**src/rtl/dram_grid_pkg.sv**
```systemverilog
package dram_grid_pkg;
  localparam int ROWS_DEFAULT  = 4;
  localparam int COLS_DEFAULT  = 4;
  localparam int WIDTH_DEFAULT = 8;

  typedef enum logic [1:0] {
    COL_IDLE  = 2'd0,
    COL_READ  = 2'd1,
    COL_WRITE = 2'd2,
    COL_FAULT = 2'd3
  } col_op_e;
endpackage

```
**src/rtl/dram_grid_array.sv**
```systemverilog
module dram_grid_array #(
  parameter int ROWS = 4,
  parameter int LINE_W = 32,
  localparam int RA_W = $clog2(ROWS)
) (
  input  logic              clk,
  input  logic              rd_en,
  input  logic [RA_W-1:0]   rd_addr,
  output logic [LINE_W-1:0] rd_line,
  input  logic              wr_en,
  input  logic [RA_W-1:0]   wr_addr,
  input  logic [LINE_W-1:0] wr_line
);
  logic [LINE_W-1:0] cells [ROWS];

  always_ff @(posedge clk) begin
    if (wr_en) cells[wr_addr] <= wr_line;
  end

  always_ff @(posedge clk) begin
    if (rd_en) rd_line <= cells[rd_addr];
  end
endmodule

```
**src/rtl/dram_grid_rowbuf.sv**
```systemverilog
module dram_grid_rowbuf
  import dram_grid_pkg::*;
#(
  parameter int COLS = 4,
  parameter int WIDTH = 8,
  localparam int CA_W = $clog2(COLS),
  localparam int LINE_W = COLS * WIDTH
) (
  input  logic              clk,
  input  logic              rst,
  input  logic              load_start,
  input  logic              close,
  input  logic              col_n,
  input  logic [LINE_W-1:0] rd_line,
  input  col_op_e           op,
  input  logic [CA_W-1:0]   col,
  input  logic [WIDTH-1:0]  din,
  output logic              ready,
  output logic              wr_go,
  output logic [LINE_W-1:0] wr_line,
  output logic [WIDTH-1:0]  dout,
  output logic              dout_valid,
  output logic              proto_err
);
  logic              load_pend;
  logic [LINE_W-1:0] line;

  always_comb begin
    wr_line = line;
    wr_line[col*WIDTH +: WIDTH] = din;
    wr_go = (op == COL_WRITE);
  end

  always_ff @(posedge clk) begin
    if (rst) begin
      load_pend  <= 1'b0;
      ready      <= 1'b0;
      line       <= '0;
      dout       <= '0;
      dout_valid <= 1'b0;
      proto_err  <= 1'b0;
    end else begin
      load_pend <= load_start;
      if (close) begin
        ready <= 1'b0;
      end else if (load_pend) begin
        ready <= 1'b1;
        line  <= rd_line;
      end else if (op == COL_WRITE) begin
        line <= wr_line;
      end
      if (op == COL_READ) begin
        dout       <= line[col*WIDTH +: WIDTH];
        dout_valid <= 1'b1;
      end else if (col_n || close) begin
        dout_valid <= 1'b0;
      end
      proto_err <= (op == COL_FAULT);
    end
  end

  AST_FAULT_PULSE: assert property (@(posedge clk) disable iff (rst)
    proto_err |=> !proto_err);
  AST_FAULT_NO_DATA: assert property (@(posedge clk) disable iff (rst)
    proto_err |-> (!dout_valid && $stable(dout)));
endmodule

```
**src/rtl/dram_grid_refresh.sv**
```systemverilog
module dram_grid_refresh #(
  parameter int ROWS = 4,
  parameter int LIMIT = 1000,
  localparam int RA_W = $clog2(ROWS),
  localparam int AGE_W = $clog2(LIMIT + 1)
) (
  input  logic            clk,
  input  logic            rst,
  input  logic            touch,
  input  logic [RA_W-1:0] touch_row,
  output logic            refresh_err
);
  logic [ROWS-1:0] expired;

  for (genvar r = 0; r < ROWS; r++) begin : g_age
    logic [AGE_W-1:0] age;
    always_ff @(posedge clk) begin
      if (rst) begin
        age <= '0;
      end else if (touch && (touch_row == RA_W'(r))) begin
        age <= '0;
      end else if (age != AGE_W'(LIMIT)) begin
        age <= age + 1'b1;
      end
    end
    assign expired[r] = (age == AGE_W'(LIMIT));
  end

  always_ff @(posedge clk) begin
    if (rst) refresh_err <= 1'b0;
    else if (|expired) refresh_err <= 1'b1;
  end

  AST_ERR_STICKY: assert property (@(posedge clk) disable iff (rst)
    refresh_err |=> refresh_err);
endmodule

```
**src/rtl/dram_grid.sv**
```systemverilog
module dram_grid
  import dram_grid_pkg::*;
#(
  parameter int ROWS = ROWS_DEFAULT,
  parameter int COLS = COLS_DEFAULT,
  parameter int WIDTH = WIDTH_DEFAULT,
  parameter int REFRESH_LIMIT = 1000,
  localparam int RA_W = $clog2(ROWS),
  localparam int CA_W = $clog2(COLS),
  localparam int ADDR_W = (RA_W > CA_W) ? RA_W : CA_W,
  localparam int LINE_W = COLS * WIDTH
) (
  input  logic              clk,
  input  logic              rst,
  input  logic              row_n,
  input  logic              col_n,
  input  logic              wr_en,
  input  logic              refresh_req,
  input  logic [ADDR_W-1:0] addr,
  input  logic [WIDTH-1:0]  din,
  output logic [WIDTH-1:0]  dout,
  output logic              dout_valid,
  output logic              proto_err,
  output logic              refresh_err
);
  logic            row_n_q, col_n_q;
  logic            row_open;
  logic [RA_W-1:0] row_addr;
  logic            row_fall, col_fall, ref_go;
  logic            ref_pend;
  logic [RA_W-1:0] ref_row_q;
  logic            row_ready, buf_wr;
  logic [LINE_W-1:0] rd_line, buf_line, arr_wline;
  logic [RA_W-1:0] arr_waddr;
  logic            arr_we;
  col_op_e         op;

  assign row_fall = !row_n && row_n_q;
  assign col_fall = !col_n && col_n_q;
  assign ref_go   = refresh_req && !row_open && !row_fall;

  always_comb begin
    op = COL_IDLE;
    if (col_fall) begin
      if (!row_ready) op = COL_FAULT;
      else if (wr_en) op = COL_WRITE;
      else            op = COL_READ;
    end
  end

  always_ff @(posedge clk) begin
    if (rst) begin
      row_n_q   <= 1'b1;
      col_n_q   <= 1'b1;
      row_open  <= 1'b0;
      row_addr  <= '0;
      ref_pend  <= 1'b0;
      ref_row_q <= '0;
    end else begin
      row_n_q  <= row_n;
      col_n_q  <= col_n;
      ref_pend <= ref_go;
      if (ref_go) ref_row_q <= addr[RA_W-1:0];
      if (row_n) begin
        row_open <= 1'b0;
      end else if (row_fall) begin
        row_open <= 1'b1;
        row_addr <= addr[RA_W-1:0];
      end
    end
  end

  assign arr_we    = buf_wr || ref_pend;
  assign arr_waddr = buf_wr ? row_addr : ref_row_q;
  assign arr_wline = buf_wr ? buf_line : rd_line;

  dram_grid_array #(.ROWS(ROWS), .LINE_W(LINE_W)) u_array (
    .clk     (clk),
    .rd_en   (row_fall || ref_go),
    .rd_addr (addr[RA_W-1:0]),
    .rd_line (rd_line),
    .wr_en   (arr_we),
    .wr_addr (arr_waddr),
    .wr_line (arr_wline)
  );

  dram_grid_rowbuf #(.COLS(COLS), .WIDTH(WIDTH)) u_rowbuf (
    .clk        (clk),
    .rst        (rst),
    .load_start (row_fall),
    .close      (row_n),
    .col_n      (col_n),
    .rd_line    (rd_line),
    .op         (op),
    .col        (addr[CA_W-1:0]),
    .din        (din),
    .ready      (row_ready),
    .wr_go      (buf_wr),
    .wr_line    (buf_line),
    .dout       (dout),
    .dout_valid (dout_valid),
    .proto_err  (proto_err)
  );

  dram_grid_refresh #(.ROWS(ROWS), .LIMIT(REFRESH_LIMIT)) u_refresh (
    .clk         (clk),
    .rst         (rst),
    .touch       (row_fall || ref_go),
    .touch_row   (addr[RA_W-1:0]),
    .refresh_err (refresh_err)
  );

  AST_READY_NEEDS_OPEN: assert property (@(posedge clk) disable iff (rst)
    $rose(row_ready) |-> $past(row_open));
  AST_CLOSE_DROPS_ROW: assert property (@(posedge clk) disable iff (rst)
    row_n |=> !row_ready);
  AST_VALID_NEEDS_ROW: assert property (@(posedge clk) disable iff (rst)
    $rose(dout_valid) |-> $past(row_ready));
  AST_ONE_WRITER: assert property (@(posedge clk) disable iff (rst)
    !(buf_wr && ref_pend));
endmodule

```
**config.mk**
```make
export PLATFORM = sky130hd
export DESIGN_NAME = dram_grid
export DESIGN_NICKNAME = d
export VERILOG_FILES = /design/src/rtl/dram_grid_pkg.sv /design/src/rtl/dram_grid_array.sv /design/src/rtl/dram_grid_rowbuf.sv /design/src/rtl/dram_grid_refresh.sv /design/src/rtl/dram_grid.sv
export SDC_FILE = /design/constraint.sdc
export NUM_CORES = 1
export LEC_CHECK = 0
export BUFFER_PORTS_ARGS = -buffer_cell sky130_fd_sc_hd__buf_2
export CORE_ASPECT_RATIO = 1.75
export CORE_MARGIN = 2
export CORE_UTILIZATION = 65
export CTS_BUF_LIST = sky130_fd_sc_hd__clkbuf_2
export DETAILED_ROUTE_END_ITERATION = 8
export PLACE_DENSITY = 0.82
export SLEW_MARGIN = 20
export SYNTH_ARGS = -nofsm -noshare
export SYNTH_HDL_FRONTEND = slang
export SYNTH_SLANG_ARGS = --single-unit
```
**constraint.sdc**
```tcl
create_clock -name clk -period 10.2 [get_ports clk]
set_clock_uncertainty 0.15 [all_clocks]
set_input_delay 1.53 -clock clk [delete_from_list [all_inputs] [get_ports clk]]
set_output_delay 1.53 -clock clk [all_outputs]
set_load 0.02 [all_outputs]
```
==> summary.txt <==
Global routing
  – Initial antenna violation count: 1
  – All-Layer GR Usage: 0.266
  – Global-route wire length before repair: 36000 um
  – Largest net degree at the start of global routing: 75
  – Vias in the first global route: 7225
  – Overflow after GRT: 0

STA
  – Hold Vio Cnt, Final: 0
  – Max Slew Vio Count: 0
  – Final-report setup violation count: 0
  – Final period utilization: 0.390
  – Tightest Pin Transition: 0.959 ns
  – Max Fclk: 0.252 GHz
  – Min cycle time layout: 3.97 ns
  – TNS Setup: 0 ns
  – RSZ-0062 raised after global routing: no
  – Worst rel slew slack: 0.359
  – Hold WS: 0.316 ns

Layout
  – Storage cell area: 6670 sq um
  – Post-Layout Inst Area: 11500 sq um
  – Fillers: 1085
  – Area of the multi-input gates: 3790 sq um
  – Final Non-Filler Cells: 1099
  – Final core occ: 0.709
  – Final #Nets: 893
  – Layout area overhead: 7.92%
  – Share of layout cells above drive strength 1: 0.202

Detailed routing
  – Iteration-0 DRC Markers: 560
  – Post-route DRC: 0
  – Final WL: 22500 um
  – Via/cell ratio: 6.32
  – WL per Instance: 20.5 um
  – ANT nets after route: 0
  – Vias post-DR: 6942
  – Detailed-router iteration count before antenna repair: 7

Worst hold path
  – Worst hold path class: flip-flop to flip-flop

Placement
  – PortBufs: 26
  – Cells after DPL: 998
  – Final weighted congestion in routability-driven placement: 0.864
  – DP HPWL: 14000 um
  – Placed cell area: 11000 sq um

Job
  – Max Cap Viol: 0

Worst setup path
  – CP Data Required Time: 10.56 ns
  – Arrival time worst endpoint: 4.34 ns
  – Setup CP Type: primary input to flip-flop
  – CP Capture Type: flip-flop
  – CP startpoint kind: primary input
  – CP Max Fanout: 51

Pwr
  – Leak: 4.15 nW
  – VDD IR max: 0.0958 mV
  – Pwr Density: 164 nW/um^2

Logic synthesis
  – Top cell type's share of synthesized area: 0.451
  – Commonest cells post-synth: 160 x edfxtp_1, 93 x dfxtp_1, 93 x nand2_1, 55 x nor2_1, 40 x mux4_2
  – Avg Inst Size Synth: 13.1 sq um
  – Synth Instances: 813
  – Most used DFF post-synth: edfxtp_1
  – Largest cells by area after synthesis: edfxtp_1 45%, dfxtp_1 17%, mux4_2 8.5%, nand2_1 3.3%, a32o_1 2.3%
  – Most common cell in the netlist: edfxtp_1
  – Yosys reg bits: 253
  – Sequential-to-total area share from yosys stat: 0.626
  – Mapped Nets: 844
  – Distinct cells, synth: 48
  – Ys async rst share: 0
  – Post-synth EDFFs: 160
  – Synth area leader: edfxtp_1
  – Synth Cell Area: 10700 sq um
  – YS warnings: 0

CTS
  – Resize count post-CTS: 0
  – H-tree Lvls: 2
  – Reg clk slew, reported paths: 0.10 ns
  – Num CTS Buffers: 54
  – Worst skew pair latency: 0.81 ns
  – Clock buffer depth: 3
  – Clock Sinks: 253
  – CTS root buf: clkbuf_2
  – Post-CTS Setup Inserts: 0
  – Hold_buf cts: 0
  – CTS tree: done

Die
  – Boundary pin count: 27
  – Initial Util: 0.657
  – Die area: 17500 sq um
  – Die W: 101 um
  – Die Ht: 173 um
  – Row Count: 62
  – Core area: 16200 sq um

Status
  – Status: complete, no violations
==> registers in the layout, summed over array words and instances (netlist names), 2 cells and up <==
name and count:
u_array.cells 128, u_refresh.g_age.age 40, u_array.rd_line 32, u_rowbuf.line 32, u_rowbuf.dout 8, ref_row_q 2, row_addr 2
==> area by class of cell <==
cell class	instances	area share
antenna	1	0.000218
clock buffer	82	0.0357
clock inverter	18	0.00892
inverter	16	0.00522
multi-input combinational	498	0.329
sequential	253	0.580
tap	192	0.0209
timing repair buffer	39	0.0198
==> metal layers <==
| metal | vias to the layer above | part of all wire | global-route usage |
|---|---|---|---|
| met3 | 87 | 0.060 | 0.0484 |
| met5 | - | 0 | 0 |
| li1 | 3148 | - | - |
| met1 | 3396 | 0.36 | 0.309 |
| met4 | 0 | 0.049 | 0.140 |
| met2 | 311 | 0.53 | 0.460 |
==> final timing paths <==
kind / from / endpoint / slack, ns / depth (start not counted)
setup reg to reg: u_rowbuf.ready / u_array.cells[2][21] / 7.59 / 5
hold / removal: u_rowbuf.dout_valid / u_rowbuf.dout_valid / 0.32 / 2
hold reg to reg: u_rowbuf.dout_valid / u_rowbuf.dout_valid / 0.32 / 2
setup / recovery: addr[0] / u_array.cells[1][22] / 6.23 / 7
==> through the flow <==
step	total power, W	setup WS [ns]
finish	0.00188	6.23
global route	0.00196	6.00
CTS	0.00189	6.24
detailed placement	0.00129	5.44
global placement	0.00128	5.61
floorplan	0.00125	5.10
==> cell families (layout without fill, tap and decap cells) <==
group	count (synthesis)	after routing	share of synthesized area
compound gates	136	136	0.0857
flops	253	253	0.626
mux	50	50	0.0940
other cells	0	1	0
fa+ha+maj	15	15	0.0176
buf+inv	62	155	0.0256
simple gates	266	266	0.126
xor+xnor	31	31	0.0255
==> where the power goes <==
| part | total [W] | internal (W) | switching, W | leakage [nW] |
|---|---|---|---|---|
| Sequential | 0.00114 | 0.00112 | 0.0000171 | 2.23 |
| Clock | 0.000615 | 0.000241 | 0.000374 | 0.400 |
| Combinational | 0.000126 | 0.0000461 | 0.0000802 | 1.51 |
| Total | 0.00188 | 0.00141 | 0.000471 | 4.15 |
==> critical path, stage by stage <==
cell,delay [ns]
buf_2,0.08
buf_4,0.68
inv_1,0.25
ha_1,0.48
nor4b_4,0.67
a31oi_1,0.21
o21ai_0,0.39
==> cells in the final DEF, fill, tap and decap left out, drive strengths merged, types with 9 or more instances in the layout <==
cell type / count
dfxtp: 93
xor2: 9
nor2: 55
nor2b: 27
clkinv: 17
edfxtp: 160
clkbuf: 82
o21ai: 44
a31oi: 9
mux4: 40
inv: 16
nand3: 15
xnor2: 22
mux2i: 10
a21oi: 31
a32o: 24
nand2: 93
ha: 15
nand2b: 34
buf: 39
Note: power is estimated with default switching activity, not from simulation.
